`src/rtl/home_dir_pkg.sv`:
```
package home_dir_pkg;
  typedef enum logic [1:0] {
    LN_SHARED = 2'd0,
    LN_EXCL   = 2'd1,
    LN_TINV   = 2'd2,
    LN_TWB    = 2'd3
  } line_st_t;

  typedef enum logic [1:0] {
    IN_SHREQ = 2'd0,
    IN_EXREQ = 2'd1,
    IN_INVRP = 2'd2,
    IN_WBACK = 2'd3
  } in_kind_t;

  typedef enum logic [1:0] {
    OUT_SHREP  = 2'd0,
    OUT_EXREP  = 2'd1,
    OUT_INV    = 2'd2,
    OUT_RECALL = 2'd3
  } out_kind_t;
endpackage

```
`src/rtl/home_dir_store.sv`:
```
module home_dir_store
  import home_dir_pkg::*;
#(
  parameter int NPROC  = 4,
  parameter int NLINES = 16,
  parameter int DW     = 16,
  localparam int IDW   = $clog2(NPROC),
  localparam int LW    = $clog2(NLINES)
) (
  input  logic             clk,
  input  logic             rst_n,
  input  logic [LW-1:0]    rd_line,
  output line_st_t         rd_st,
  output logic [NPROC-1:0] rd_sh,
  output logic [IDW-1:0]   rd_own,
  output logic [DW-1:0]    rd_dat,
  input  logic             wr_en,
  input  logic [LW-1:0]    wr_line,
  input  line_st_t         wr_st,
  input  logic [NPROC-1:0] wr_sh,
  input  logic [IDW-1:0]   wr_own,
  input  logic [DW-1:0]    wr_dat
);
  line_st_t         st_q  [NLINES];
  logic [NPROC-1:0] sh_q  [NLINES];
  logic [IDW-1:0]   own_q [NLINES];
  logic [DW-1:0]    dat_q [NLINES];

  always_ff @(posedge clk or negedge rst_n) begin
    if (!rst_n) begin
      for (int i = 0; i < NLINES; i++) begin
        st_q[i]  <= LN_SHARED;
        sh_q[i]  <= '0;
        own_q[i] <= '0;
        dat_q[i] <= DW'(i);
      end
    end else if (wr_en) begin
      st_q[wr_line]  <= wr_st;
      sh_q[wr_line]  <= wr_sh;
      own_q[wr_line] <= wr_own;
      dat_q[wr_line] <= wr_dat;
    end
  end

  assign rd_st  = st_q[rd_line];
  assign rd_sh  = sh_q[rd_line];
  assign rd_own = own_q[rd_line];
  assign rd_dat = dat_q[rd_line];
endmodule

```
`src/rtl/home_dir_engine.sv`:
```
module home_dir_engine
  import home_dir_pkg::*;
#(
  parameter int NPROC  = 4,
  parameter int NLINES = 16,
  parameter int DW     = 16,
  localparam int IDW   = $clog2(NPROC),
  localparam int LW    = $clog2(NLINES)
) (
  input  logic             clk,
  input  logic             rst_n,
  input  logic             req_valid,
  output logic             req_ready,
  input  logic [1:0]       req_kind,
  input  logic [IDW-1:0]   req_src,
  input  logic [LW-1:0]    req_line,
  input  logic [DW-1:0]    req_data,
  input  line_st_t         rd_st,
  input  logic [NPROC-1:0] rd_sh,
  input  logic [IDW-1:0]   rd_own,
  input  logic [DW-1:0]    rd_dat,
  output logic             wr_en,
  output line_st_t         wr_st,
  output logic [NPROC-1:0] wr_sh,
  output logic [IDW-1:0]   wr_own,
  output logic [DW-1:0]    wr_dat,
  output logic             out_valid,
  output logic [1:0]       out_kind,
  output logic [NPROC-1:0] out_dst,
  output logic [LW-1:0]    out_line,
  output logic [DW-1:0]    out_data,
  output logic             busy,
  output logic             ev_fire
);
  function automatic logic [NPROC-1:0] site_mask(input logic [IDW-1:0] id);
    logic [NPROC-1:0] m;
    m = '0;
    m[id] = 1'b1;
    return m;
  endfunction

  function automatic logic [NPROC-1:0] others_of(input logic [NPROC-1:0] sh,
                                                 input logic [IDW-1:0] id);
    return sh & ~site_mask(id);
  endfunction

  logic             busy_q, nx_busy;
  logic [IDW-1:0]   pend_src_q;
  logic             pend_sh_q;
  logic             ld_pend;
  logic             nx_ov;
  out_kind_t        nx_kind;
  logic [NPROC-1:0] nx_dst;
  logic [DW-1:0]    nx_data;
  logic [NPROC-1:0] others;

  assign busy      = busy_q;
  assign req_ready = !busy_q || req_kind[1];
  assign ev_fire   = req_valid && req_ready;
  assign others    = others_of(rd_sh, req_src);

  always_comb begin
    wr_en   = 1'b0;
    wr_st   = rd_st;
    wr_sh   = rd_sh;
    wr_own  = rd_own;
    wr_dat  = rd_dat;
    nx_ov   = 1'b0;
    nx_kind = OUT_SHREP;
    nx_dst  = '0;
    nx_data = rd_dat;
    nx_busy = busy_q;
    ld_pend = 1'b0;
    if (ev_fire) begin
      case (in_kind_t'(req_kind))
        IN_SHREQ, IN_EXREQ: begin
          wr_en = 1'b1;
          nx_ov = 1'b1;
          if (rd_st == LN_EXCL) begin
            wr_st   = LN_TWB;
            nx_kind = OUT_RECALL;
            nx_dst  = site_mask(rd_own);
            nx_busy = 1'b1;
            ld_pend = 1'b1;
          end else if (req_kind == IN_SHREQ) begin
            wr_sh  = rd_sh | site_mask(req_src);
            nx_dst = site_mask(req_src);
          end else if (others == '0) begin
            wr_st   = LN_EXCL;
            wr_sh   = '0;
            wr_own  = req_src;
            nx_kind = OUT_EXREP;
            nx_dst  = site_mask(req_src);
          end else begin
            wr_st   = LN_TINV;
            wr_sh   = others;
            nx_kind = OUT_INV;
            nx_dst  = others;
            nx_busy = 1'b1;
            ld_pend = 1'b1;
          end
        end
        IN_INVRP: begin
          if (rd_st == LN_TINV) begin
            wr_en = 1'b1;
            wr_sh = others;
            if (others == '0) begin
              wr_st   = LN_EXCL;
              wr_own  = pend_src_q;
              nx_ov   = 1'b1;
              nx_kind = OUT_EXREP;
              nx_dst  = site_mask(pend_src_q);
              nx_busy = 1'b0;
            end
          end
        end
        default: begin
          if (rd_st == LN_TWB && req_src == rd_own) begin
            wr_en   = 1'b1;
            wr_dat  = req_data;
            nx_data = req_data;
            nx_ov   = 1'b1;
            nx_dst  = site_mask(pend_src_q);
            nx_busy = 1'b0;
            if (pend_sh_q) begin
              wr_st   = LN_SHARED;
              wr_sh   = site_mask(pend_src_q);
              nx_kind = OUT_SHREP;
            end else begin
              wr_st   = LN_EXCL;
              wr_sh   = '0;
              wr_own  = pend_src_q;
              nx_kind = OUT_EXREP;
            end
          end
        end
      endcase
    end
  end

  always_ff @(posedge clk or negedge rst_n) begin
    if (!rst_n) begin
      busy_q     <= 1'b0;
      pend_src_q <= '0;
      pend_sh_q  <= 1'b0;
      out_valid  <= 1'b0;
      out_kind   <= '0;
      out_dst    <= '0;
      out_line   <= '0;
      out_data   <= '0;
    end else begin
      busy_q    <= nx_busy;
      out_valid <= nx_ov;
      out_kind  <= nx_kind;
      out_dst   <= nx_dst;
      out_line  <= req_line;
      out_data  <= nx_data;
      if (ld_pend) begin
        pend_src_q <= req_src;
        pend_sh_q  <= (req_kind == IN_SHREQ);
      end
    end
  end
endmodule

```
`src/rtl/home_dir.sv`:
```
module home_dir
  import home_dir_pkg::*;
#(
  parameter int NPROC  = 4,
  parameter int NLINES = 16,
  parameter int DW     = 16,
  localparam int IDW   = $clog2(NPROC),
  localparam int LW    = $clog2(NLINES)
) (
  input  logic             clk,
  input  logic             rst_n,
  input  logic             req_valid,
  output logic             req_ready,
  input  logic [1:0]       req_kind,
  input  logic [IDW-1:0]   req_src,
  input  logic [LW-1:0]    req_line,
  input  logic [DW-1:0]    req_data,
  output logic             out_valid,
  output logic [1:0]       out_kind,
  output logic [NPROC-1:0] out_dst,
  output logic [LW-1:0]    out_line,
  output logic [DW-1:0]    out_data
);
  line_st_t         rd_st, wr_st;
  logic [NPROC-1:0] rd_sh, wr_sh;
  logic [IDW-1:0]   rd_own, wr_own;
  logic [DW-1:0]    rd_dat, wr_dat;
  logic             wr_en;
  logic             busy;
  logic             ev_fire;

  home_dir_store #(.NPROC(NPROC), .NLINES(NLINES), .DW(DW)) u_store (
    .clk(clk), .rst_n(rst_n),
    .rd_line(req_line), .rd_st(rd_st), .rd_sh(rd_sh), .rd_own(rd_own), .rd_dat(rd_dat),
    .wr_en(wr_en), .wr_line(req_line), .wr_st(wr_st), .wr_sh(wr_sh),
    .wr_own(wr_own), .wr_dat(wr_dat)
  );

  home_dir_engine #(.NPROC(NPROC), .NLINES(NLINES), .DW(DW)) u_engine (
    .clk(clk), .rst_n(rst_n),
    .req_valid(req_valid), .req_ready(req_ready), .req_kind(req_kind),
    .req_src(req_src), .req_line(req_line), .req_data(req_data),
    .rd_st(rd_st), .rd_sh(rd_sh), .rd_own(rd_own), .rd_dat(rd_dat),
    .wr_en(wr_en), .wr_st(wr_st), .wr_sh(wr_sh), .wr_own(wr_own), .wr_dat(wr_dat),
    .out_valid(out_valid), .out_kind(out_kind), .out_dst(out_dst),
    .out_line(out_line), .out_data(out_data),
    .busy(busy), .ev_fire(ev_fire)
  );
endmodule

```
`config.mk`:
```
export PLATFORM = sky130hd
export DESIGN_NAME = home_dir
export DESIGN_NICKNAME = d
export VERILOG_FILES = /design/src/rtl/home_dir_pkg.sv /design/src/rtl/home_dir_store.sv /design/src/rtl/home_dir_engine.sv /design/src/rtl/home_dir.sv
export SDC_FILE = /design/constraint.sdc
export NUM_CORES = 1
export LEC_CHECK = 0
export BUFFER_PORTS_ARGS = -buffer_cell sky130_fd_sc_hd__buf_2
export CAP_MARGIN = 25
export CORE_MARGIN = 2
export CORE_UTILIZATION = 30
export DETAILED_ROUTE_END_ITERATION = 8
export SLEW_MARGIN = 20
export SYNTH_ARGS = -nofsm -noshare
export SYNTH_HDL_FRONTEND = slang
export SYNTH_HIERARCHICAL = 1
export SYNTH_SLANG_ARGS = --single-unit
```
`constraint.sdc`:
```
create_clock -name clk -period 5.8 [get_ports clk]
set_clock_uncertainty 0.2 [all_clocks]
set_input_delay 0.87 -clock clk [delete_from_list [all_inputs] [get_ports clk]]
set_output_delay 0.87 -clock clk [all_outputs]
set_load 0.01 [all_outputs]
```
==> results by group <==
Hold path
  • Hold crit path type: in2async

GRT
  • Largest net degree at the start of global routing: 161
  • GRT overflow: 0
  • First-pass GRT wire length: slightly above 70 mm
  • Initial antenna violation count: 0
  • GRT Total Usage: 14.0%
  • Vias in the first global route: around 12,000

Floorplanning
  • I/O pins: between 50 and 60
  • Chip width: 255 um
  • Die height: around 260 um
  • Core ar.: between 60,000 and 70,000 um2
  • Row count: 92
  • Die area: around 65,000 um2
  • Initial core utilization: a little under a third

Final layout
  • Register area: 10,400 um2
  • Layout cells sized above 1: a little under three fifths
  • Final net count: 1,307
  • Post-Layout Inst Area: ~22,000 um2
  • Fillers: about 6,000
  • Antenna cell count: 0
  • Multi-input logic area: ~8100 um2
  • Fin cells: 2,160
  • Area grow syn2layout: 15.8%

Setup path
  • Worst Path Max Fanout: 46
  • Max incr delay on CP: 0.58 ns
  • CP top delay family: simple AND/OR/NAND/NOR gates
  • CP Class: in2reg
  • CP arrival: 4.97 ns
  • Worst path most repeated cell: nand2_1
  • Crit path launch type: primary input
  • WP buf/inv: 2
  • Crit end category: flip-flop
  • Slowest CP cell: mux4_2
  • CP Cell Sequence: buf_6 > mux4_2 > a22oi_1 > nand2_1 > xnor2_1 > and4_1 > nand2_1 > a31oi_1 > nand3b_1 > nor2_4 > buf_4 > mux2_2
  • Worst EP required: 6.06 ns

Place
  • Hpwl dp: 28.3 mm
  • Area after DPL: approximately 20,000 um2
  • GP Congestion: 0.845
  • Cell Count Post-Placement: 2,079
  • IO buf count: 54

Timing
  • Final hold vios: 0
  • Max frequency: ~0.21 GHz
  • Final setup fails: 0
  • RSZ-0062 raised after global routing: no
  • Worst-Margin Slew: just under 0.9 ns
  • Fin Setup TNS: 0 ns
  • Slew Limit Headroom: 40.5%
  • Minimum clock period: ~4.7 ns
  • Count of pins over their slew limit: 0
  • Final period util: a little over 80%
  • WHS: 0.110 ns

Synth
  • Post-synthesis sequential area ratio: a little under three fifths
  • Synth Flop Type: dfrtp_1
  • Yosys reg bits: slightly above 400
  • Number of synthesized flops with an enable pin: 0
  • Synth Cell Area: about 19,000 um2
  • Area contributors post-synth: dfrtp_1, mux2_2, mux4_2
  • Yosys warns: 6
  • Synth cell types: between 60 and 70
  • Mapped Nets: between 1,000 and 1,500
  • Post-Synthesis Cells: about 1,200
  • Area leader, netlist: dfrtp_1
  • Post-synth ARST share: 100%
  • Syn_area_per_cell: 15.4 um2
  • Yosys top cell area share: between 50% and 60%

Flow run
  • Max cap viols: 0

Clock network
  • Clock Sink Count: approximately 420
  • CTS tree: yes
  • Hold_buf cts: 0
  • Post-CTS setup repair buffer count: 0
  • H-tree levels: 2
  • Worst-Skew Late Latency: 0.57 ns
  • Clk slew on worst S/H paths: approximately 0.06 ns
  • TritonCTS buffer count: 44
  • Clock root buffer: clkbuf_16
  • # resized after CTS: 0
  • CTS Buffer Depth: 3

Route
  • DRT Pass-1 Iters: 4
  • Post-route ant nets: 0
  • Initial DRC Count: 547
  • Via count: about 11,000
  • DR WL/cell: 21.0 um
  • Final wirelength: roughly 45 mm
  • Via density: roughly 5.0
  • DRC Markers: 0

Power and ir drop
  • Clock power share: a little under half
  • Pwr Density: about 300 nW/um2
  • Peak supply drop: 0.187 mV
  • Sequential Power Share: 46.6%
  • Total power: ~6.4 mW
  • NetSw: roughly 1.5 mW
  • Static leakage: approximately 10 nW
  • Internal: slightly below 5 mW
  • Sw Share: between 20% and 30%
  • Comb pwr share: between 6 and 7%

Status
  • Status: finished clean
==> sequential cells by signal (all words and copies together) (netlist names) <==
| register | cells |
|---|---|
| u_engine/out_line | 4 |
| u_engine/out_data | 16 |
| u_engine/out_kind | 2 |
| u_engine/busy | 1 |
| u_store/dat_q | 256 |
| u_engine/out_dst | 4 |
| u_store/own_q | 32 |
| u_engine/out_valid | 1 |
| u_engine/pend_src_q | 2 |
| u_store/sh_q | 64 |
| u_store/st_q | 32 |
| u_engine/pend_sh_q | 1 |
==> synthesized netlist by cell type, types with 3 or more instances <==
cell type / number
o21ai_1: 4
mux4_2: 96
buf_2: 49
o211ai_1: 3
nand2_1: 41
mux2_2: 389
mux2_4: 3
mux2_1: 11
nand4_1: 4
nand3_1: 7
nand2b_1: 4
dfstp_2: 32
nor2_1: 22
a22oi_1: 48
inv_2: 3
dfrtp_1: 383
nor2b_1: 5
o21ai_0: 3
a21oi_1: 8
a31oi_1: 5
or3_1: 3
nand3b_1: 4
clkbuf_1: 50
inv_1: 8
==> kinds of logic after synthesis <==
family                    synth area share [%]
xor gates and xnor gates                0.0924
AOI/OAI and AO/OA                         3.99
muxes                                     35.5
and+or+nand+nor                           2.79
buffers and inverters                     2.66
DFF                                       55.0
==> final cells by class <==
class,count,share of cell area [%]
clock buffers,66,6.08
clock inverters,14,1.11
inverters,11,0.188
multi-input cells,702,36.9
flip-flops and latches,415,47.5
well taps,846,4.82
repair buffers,106,3.37
==> per-stage QoR <==
step	setup WS (ns)	utilization, %
global placement	0.618	32.4
finish	1.08	35.0
global route	0.745	35.0
CTS	1.15	34.9
floorplan	1.27	-
detailed placement	0.536	32.4
==> placed cells by master (no fill, tap or decap), types with 3 or more instances in the layout <==
cell       count
mux2_2       389
dfrtp_1      383
mux4_2        96
buf_2         52
a22oi_1       48
buf_4         47
clkbuf_16     45
nand2_1       41
dfstp_2       32
clkbuf_8      13
nor2_1        12
mux2_1        11
nor2_4        10
clkbuf_1       8
inv_1          8
a21oi_1        8
nand3_1        7
bufinv_16      6
buf_12         5
a31oi_1        5
o21ai_1        4
nand2b_1       4
nand4_1        4
nand3b_1       4
inv_2          3
o211ai_1       3
nor2_2         3
mux2_4         3
nor2b_1        3
o21ai_0        3
or3_1          3
==> power by group through the flow <==
stage	clock network (mW)	registers [mW]	logic (mW)
floorplan	0	3.04	0.238
global placement	0	3.05	0.396
detailed placement	0	3.05	0.403
CTS	3.12	3.00	0.403
global route	3.25	3.00	0.437
finish	3.04	3.00	0.400
==> worst paths after layout <==
check	slack (ns)	endpoint	startpoint	cells after the start
setup / recovery	1.08	u_store/sh_q[32]	req_line[0]	12
hold / removal	0.11	u_engine/out_data[3]	rst_n	1
setup reg to reg	1.61	u_store/sh_q[32]	u_store/own_q[10]	11
hold reg to reg	0.29	u_store/sh_q[46]	u_store/sh_q[46]	1
max in group asynchronous	4.01	u_store/own_q[15]	rst_n	2
min in group clk	0.29	u_store/sh_q[46]	u_store/sh_q[46]	1
==> layer usage <==
metal	up-vias	share of wire, %	track usage (%)
met2	186	52	24.6
met5	-	0	0
li1	4702	-	-
met3	77	4.1	2.47
met4	0	3.2	5.34
met1	5795	41	17.1
No activity file was read; power rests on OpenSTA's default activity.
